===== src/rtl/stat_move_pkg.sv =====
package stat_move_pkg;

   // Instruction word field positions (the block decodes these)
   localparam int INSTR_W   = 32;
   localparam int SEL_LSB   = 16;   // lane selector, 4 bits
   localparam int DST_LSB   = 12;   // read destination index, 4 bits
   localparam int ROT_LSB   = 8;    // immediate rotation, 4 bits
   localparam int CONST_LSB = 0;    // immediate constant, 8 bits
   localparam int SRC_LSB   = 0;    // operand register index, 4 bits
   localparam int IDX_W     = 4;

   // Rotator variants
   localparam int ROT_STAGED = 0;
   localparam int ROT_WIDE   = 1;

   typedef struct packed {
      logic valid;
      logic wr;
      logic bank;
      logic imm;
   } move_req_t;

endpackage


===== src/rtl/stat_operand_gen.sv =====
module stat_operand_gen
   import stat_move_pkg::*;
#(
   parameter int DATA_W    = 32,
   parameter int CONST_W   = 8,
   parameter int ROT_W     = 4,
   parameter int ROT_STYLE = ROT_STAGED
) (
   input  logic [CONST_W-1:0] const_val,
   input  logic [ROT_W-1:0]   rot_val,
   input  logic [DATA_W-1:0]  reg_val,
   input  logic               use_const,
   output logic [DATA_W-1:0]  operand
);

   localparam int AMT_W = $clog2(DATA_W);

   initial begin
      assert (CONST_W <= DATA_W)
         else $fatal(1, "stat_operand_gen: constant wider than data");
      assert (ROT_W + 1 <= AMT_W)
         else $fatal(1, "stat_operand_gen: rotation field too wide");
      assert ((1 << AMT_W) == DATA_W)
         else $fatal(1, "stat_operand_gen: data width must be a power of two");
      assert (ROT_STYLE == ROT_STAGED || ROT_STYLE == ROT_WIDE)
         else $fatal(1, "stat_operand_gen: unknown rotator style");
   end

   logic [DATA_W-1:0] base;
   logic [AMT_W-1:0]  amt;
   logic [DATA_W-1:0] rotated;

   always_comb begin
      base = '0;
      base[CONST_W-1:0] = const_val;
      amt = '0;
      amt[ROT_W:1] = rot_val;
   end

   generate
      if (ROT_STYLE == ROT_STAGED) begin : g_staged
         logic [AMT_W:0][DATA_W-1:0] stage;
         assign stage[0] = base;
         for (genvar k = 0; k < AMT_W; k++) begin : g_step
            localparam int SH = 1 << k;
            assign stage[k+1] = amt[k]
               ? {stage[k][SH-1:0], stage[k][DATA_W-1:SH]}
               : stage[k];
         end
         assign rotated = stage[AMT_W];
      end else begin : g_wide
         logic [2*DATA_W-1:0] doubled;
         logic [2*DATA_W-1:0] shifted;
         always_comb begin
            doubled = {base, base};
            shifted = doubled >> amt;
         end
         assign rotated = shifted[DATA_W-1:0];
      end
   endgenerate

   assign operand = use_const ? rotated : reg_val;

endmodule


===== src/rtl/stat_lane_mask.sv =====
module stat_lane_mask #(
   parameter int DATA_W = 32,
   parameter int LANES  = 4
) (
   input  logic [LANES-1:0]  sel,
   output logic [DATA_W-1:0] mask
);

   localparam int LANE_W = DATA_W / LANES;

   initial begin
      assert (LANES > 0 && LANE_W * LANES == DATA_W)
         else $fatal(1, "stat_lane_mask: data width not divisible into lanes");
   end

   generate
      for (genvar i = 0; i < LANES; i++) begin : g_lane
         assign mask[i*LANE_W +: LANE_W] = {LANE_W{sel[i]}};
      end
   endgenerate

endmodule


===== src/rtl/stat_word_slot.sv =====
module stat_word_slot #(
   parameter int          DATA_W    = 32,
   parameter logic [31:0] RESET_VAL = '0
) (
   input  logic              clk,
   input  logic              rst,
   input  logic              merge_en,
   input  logic [DATA_W-1:0] lane_mask,
   input  logic [DATA_W-1:0] operand,
   output logic [DATA_W-1:0] word
);

   logic [DATA_W-1:0] merged;

   always_comb begin
      merged = (word & ~lane_mask) | (operand & lane_mask);
   end

   always_ff @(posedge clk) begin
      if (rst) begin
         word <= RESET_VAL[DATA_W-1:0];
      end else if (merge_en) begin
         word <= merged;
      end
   end

endmodule


===== src/rtl/stat_move_unit.sv =====
module stat_move_unit
   import stat_move_pkg::*;
#(
   parameter int DATA_W    = 32,
   parameter int LANES     = 4,
   parameter int CONST_W   = 8,
   parameter int ROT_W     = 4,
   parameter int ROT_STYLE = ROT_STAGED
) (
   input  logic              clk,
   input  logic              rst,
   input  logic              req_valid,
   input  logic              req_wr,
   input  logic              req_bank,
   input  logic              req_imm,
   input  logic [31:0]       instr,
   input  logic [DATA_W-1:0] opnd_reg,
   input  logic              priv,
   input  logic              has_bank,
   output logic [3:0]        opnd_idx,
   output logic              rd_valid,
   output logic [DATA_W-1:0] rd_data,
   output logic [3:0]        rd_index,
   output logic [DATA_W-1:0] live_word,
   output logic [DATA_W-1:0] bank_word,
   output logic              bank_fault
);

   initial begin
      assert (LANES == 4)
         else $fatal(1, "stat_move_unit: lane selector field is 4 bits");
      assert (CONST_W == 8 && ROT_W == 4)
         else $fatal(1, "stat_move_unit: immediate fields are fixed in the instruction");
   end

   move_req_t req;
   always_comb begin
      req.valid = req_valid;
      req.wr    = req_wr;
      req.bank  = req_bank;
      req.imm   = req_imm;
   end

   logic [LANES-1:0]  lane_sel;
   logic [DATA_W-1:0] lane_mask;
   logic [DATA_W-1:0] operand;
   logic              merge_live;
   logic              merge_bank;
   logic              is_read;
   logic              fault_now;

   assign lane_sel = instr[SEL_LSB +: LANES];
   assign opnd_idx = instr[SRC_LSB +: IDX_W];

   always_comb begin
      merge_live = req.valid & req.wr & ~req.bank & priv;
      merge_bank = req.valid & req.wr & req.bank;
      is_read    = req.valid & ~req.wr;
      fault_now  = req.valid & req.bank & ~has_bank;
   end

   stat_operand_gen #(
      .DATA_W    (DATA_W),
      .CONST_W   (CONST_W),
      .ROT_W     (ROT_W),
      .ROT_STYLE (ROT_STYLE)
   ) u_operand (
      .const_val (instr[CONST_LSB +: CONST_W]),
      .rot_val   (instr[ROT_LSB +: ROT_W]),
      .reg_val   (opnd_reg),
      .use_const (req.imm),
      .operand   (operand)
   );

   stat_lane_mask #(
      .DATA_W (DATA_W),
      .LANES  (LANES)
   ) u_mask (
      .sel  (lane_sel),
      .mask (lane_mask)
   );

   stat_word_slot #(.DATA_W(DATA_W)) u_live (
      .clk       (clk),
      .rst       (rst),
      .merge_en  (merge_live),
      .lane_mask (lane_mask),
      .operand   (operand),
      .word      (live_word)
   );

   stat_word_slot #(.DATA_W(DATA_W)) u_bank (
      .clk       (clk),
      .rst       (rst),
      .merge_en  (merge_bank),
      .lane_mask (lane_mask),
      .operand   (operand),
      .word      (bank_word)
   );

   always_ff @(posedge clk) begin
      if (rst) begin
         rd_valid   <= 1'b0;
         rd_data    <= '0;
         rd_index   <= '0;
         bank_fault <= 1'b0;
      end else begin
         rd_valid   <= is_read;
         bank_fault <= fault_now;
         if (is_read) begin
            rd_data  <= req.bank ? bank_word : live_word;
            rd_index <= instr[DST_LSB +: IDX_W];
         end
      end
   end

endmodule


===== config.mk =====
export PLATFORM = sky130hd
export DESIGN_NAME = stat_move_unit
export DESIGN_NICKNAME = d
export VERILOG_FILES = /design/src/rtl/stat_move_pkg.sv /design/src/rtl/stat_operand_gen.sv /design/src/rtl/stat_lane_mask.sv /design/src/rtl/stat_word_slot.sv /design/src/rtl/stat_move_unit.sv
export SDC_FILE = /design/constraint.sdc
export NUM_CORES = 1
export LEC_CHECK = 0
export CAP_MARGIN = 10
export CELL_PAD_IN_SITES_DETAIL_PLACEMENT = 0
export CELL_PAD_IN_SITES_GLOBAL_PLACEMENT = 1
export CORE_ASPECT_RATIO = 0.6
export CORE_MARGIN = 10
export CORE_UTILIZATION = 34
export CTS_BUF_LIST = sky130_fd_sc_hd__clkbuf_4
export DETAILED_ROUTE_END_ITERATION = 7
export DONT_BUFFER_PORTS = 1
export HOLD_SLACK_MARGIN = 0.05
export PLACE_DENSITY = 0.64
export SLEW_MARGIN = 15
export SYNTH_ARGS = -nofsm -noshare
export SYNTH_HDL_FRONTEND = slang
export SYNTH_SLANG_ARGS = --single-unit

===== constraint.sdc =====
create_clock -name clk -period 2.3 [get_ports clk]
set_clock_uncertainty 0.2 [all_clocks]
set_input_delay 0.345 -clock clk [delete_from_list [all_inputs] [get_ports clk]]
set_output_delay 0.345 -clock clk [all_outputs]
set_load 0.01 [all_outputs]

==> flow_summary_export.csv <==
group,metric,value,unit
global_route,grtUsageTotal,16.9,%
timing,rsz0062_at_grt,"false",
clocking,cts_buffers,9,
layout,finalNetCount,648,
timing,relSlewSlack,49.6,%
yosys,syn_area,4810,um^2
pwr,switching_share,27.4,%
global_route,antenna_found_initial,2,
setup_path,cp_max_fo,22,
timing,fin_ws,65.2,ps
outcome,status,"finished, final reports clean",
worst_hold_path,hp-class,"in2reg",
pwr,netSwitchingPower,940,uW
setup_path,crit_path_start_kind,"primary input",
routing,drt_wl_total,16.9,mm
global_route,grt_max_degree,97,
timing,fin_crit_sh,97.2,%
clocking,clock-sinks,102,
layout,drive_above_1_share,5.16,%
floorplanning,die_area,19500,um^2
routing,avgViaCountPerCell,5.46,
timing,period_needed,2230,ps
yosys,synth_nets,617,
flow_run,drv_cap,0,
setup_path,path_class,"in2reg",
setup_path,cp_data_arrival_time,2430,ps
yosys,synth_top_flop_cell,"dfxtp_1",
yosys,ys_ff_latch,102,
worst_hold_path,hold_depth,4,
placement,port_buffers,0,
timing,setup_tns,0,ps
clocking,clkTransAtPathRegs,160,ps
global_route,grt_pass1_wl,26.0,mm
layout,area_delta_synth_final,18.8,%
floorplanning,core,13700,um^2
layout,post-route-util,41.5,%
layout,stdcell_count,774,
clocking,cts_htree_levels,3,
pwr,internal_power,2490,uW
timing,hold_violations,0,
yosys,synth-edff-count,0,
placement,dpl_worst_slack,236,ps
global_route,grt_pass1_vias,4221,
placement,gp_congestion,0.832,
floorplanning,rows,33,
routing,ant_nets,0,
yosys,syn_area_per_cell,8.82,um^2
yosys,seq_area_frac_synth,42.5,%
setup_path,critPathCaptureType,"flop",
yosys,async_flop_share,0,%
setup_path,cp.required,2500,ps
yosys,ys_types,44,
pwr,leakagePower,0.00201,uW
floorplanning,boundaryPins,178,
placement,dpl.hpwl,11.8,mm
pwr,pwr-share-comb,13.2,%
timing,finalSetupViolations,0,
yosys,synth_cells,545,
floorplanning,die_w,174,um
routing,firstDrtPassIters,6,
yosys,synthTopCellsByArea,"dfxtp_1 (42%), mux2i_1 (9.2%), a211oi_1 (8.7%)",
clocking,ctsLongestPathBuffers,2,
clocking,cts_tree,"yes",
floorplanning,initial_core_util,35.0,%
floorplanning,die_y,112,um
timing,worst_slew_pin_slew,755,ps
routing,post_drt_wl_per_cell,21.8,um
clocking,clkLatencyLatePin,450,ps
layout,final_cell_mix,"nor2_1 (103), dfxtp_1 (102), dlygate4sd3_1 (66)",
pwr,powerDensity,600,nW/um^2
layout,final_common_cell,"nor2_1",
timing,hold_ws,75.0,ps
timing,drv_slew,0,
yosys,synth_top_area_cell,"dfxtp_1",
pwr,p_seq_share,56.3,%
setup_path,cp-startpoint,"instr[10]",
routing,dr_total_vias,4228,
yosys,synth_top_area_share,42.5,%
pwr,peakVddDrop,0.218,mV
routing,route.detailed.drc,0,
yosys,ys_warn_count,0,
routing,drt_iter0_markers,324,
pwr,pwr-share-clk,30.4,%
clocking,root_buffer,"clkbuf_4",
placement,dpl.cell_count,687,
global_route,grt.overflow.total,0,
clocking,cts_setup_buffers,0,
worst_hold_path,min-delay-start,"opnd_reg[21]",
timing,fmax,447,MHz
setup_path,r2r_cells,3,
layout,fill_cells,1385,
final timing paths:
kind / end / slack [ps]
max: flop / 70
min: flop / 70
max reg2reg: rd_data[31]$_SDFFE_PP0P_ / 660
min reg2reg: rd_index[0]$_SDFFE_PP0P_ / 320
cells by family after synthesis:
| kind of cell | synth area share, % |
|---|---|
| AO/OA/AOI/OAI | 19.9 |
| buffers and inverters | 6.17 |
| flip-flops | 42.5 |
| multiplexers | 9.40 |
| AND/OR/NAND/NOR | 22.0 |
layout make-up:
cell class / count / area (um^2) / share of cell area (%)
Sequential cell: 102 / 2040 / 35.8
Inverter: 4 / 15.0 / 0.263
Tap cell: 192 / 240 / 4.21
Clock inverter: 7 / 88.8 / 1.56
Multi-Input combinational cell: 385 / 2490 / 43.6
Clock buffer: 9 / 67.6 / 1.18
Timing Repair Buffer: 74 / 763 / 13.4
Antenna cell: 1 / 2.50 / 0.0438
power groups by stage:
stage                     logic [uW]  registers [uW]  clock network [uW]
after floorplan                  318            1940                   0
after global placement           302            1970                   0
after detailed placement         309            1970                   0
after CTS                        450            1930                1080
after global routing             502            1940                1140
final                            453            1930                1040
routing by layer:
metal / track usage (%) / vias to the layer above / routed length [um]
met2: 24.6 / 140 / 7090
met3: 6.66 / 10 / 1810
met1: 23.2 / 2036 / 7860
li1: - / 2040 / -
met5: 0 / - / 13
met4: 3.38 / 2 / 115
synthesized netlist by cell type, types with 2 or more instances:
cell	number
a2111o_1	2
a211oi_1	56
a21oi_1	13
a311oi_1	24
a31oi_1	2
a41oi_1	2
and2_1	10
buf_1	3
buf_2	13
buf_4	10
buf_6	3
clkbuf_1	23
clkbuf_2	2
dfxtp_1	102
inv_1	4
mux2i_1	44
nand2_1	32
nand2b_1	25
nand3_1	2
nand3b_1	7
nand4b_1	3
nand4bb_1	3
nor2_1	103
nor2b_1	10
nor3_1	10
o2111a_1	2
o21ai_1	4
o21bai_1	3
o221ai_1	6
o221ai_2	2
o22ai_1	6
o31ai_1	2
what timing repair did:
| action | in CTS | in global routing |
|---|---|---|
| endpoints found under the hold margin | 102 | 0 |
| resized for setup | 0 | 4 |
| hold buffers | 70 | 0 |
| setup endpoints to repair | 0 | 6 |
through the flow:
stage	area, um^2	total power (uW)
after floorplan	4810	2260
after global placement	4800	2270
after detailed placement	4800	2280
after CTS	5690	3460
after global routing	5710	3580
final	5710	3430
critical path, cell delays in order:
cell and delay, ps:
dlygate4sd3_1 550, or4b_4 570, o221ai_4 190, nor2_1 70, dlygate4sd3_1 570, nor3_2 140
Power figures use the tool's default switching activity.
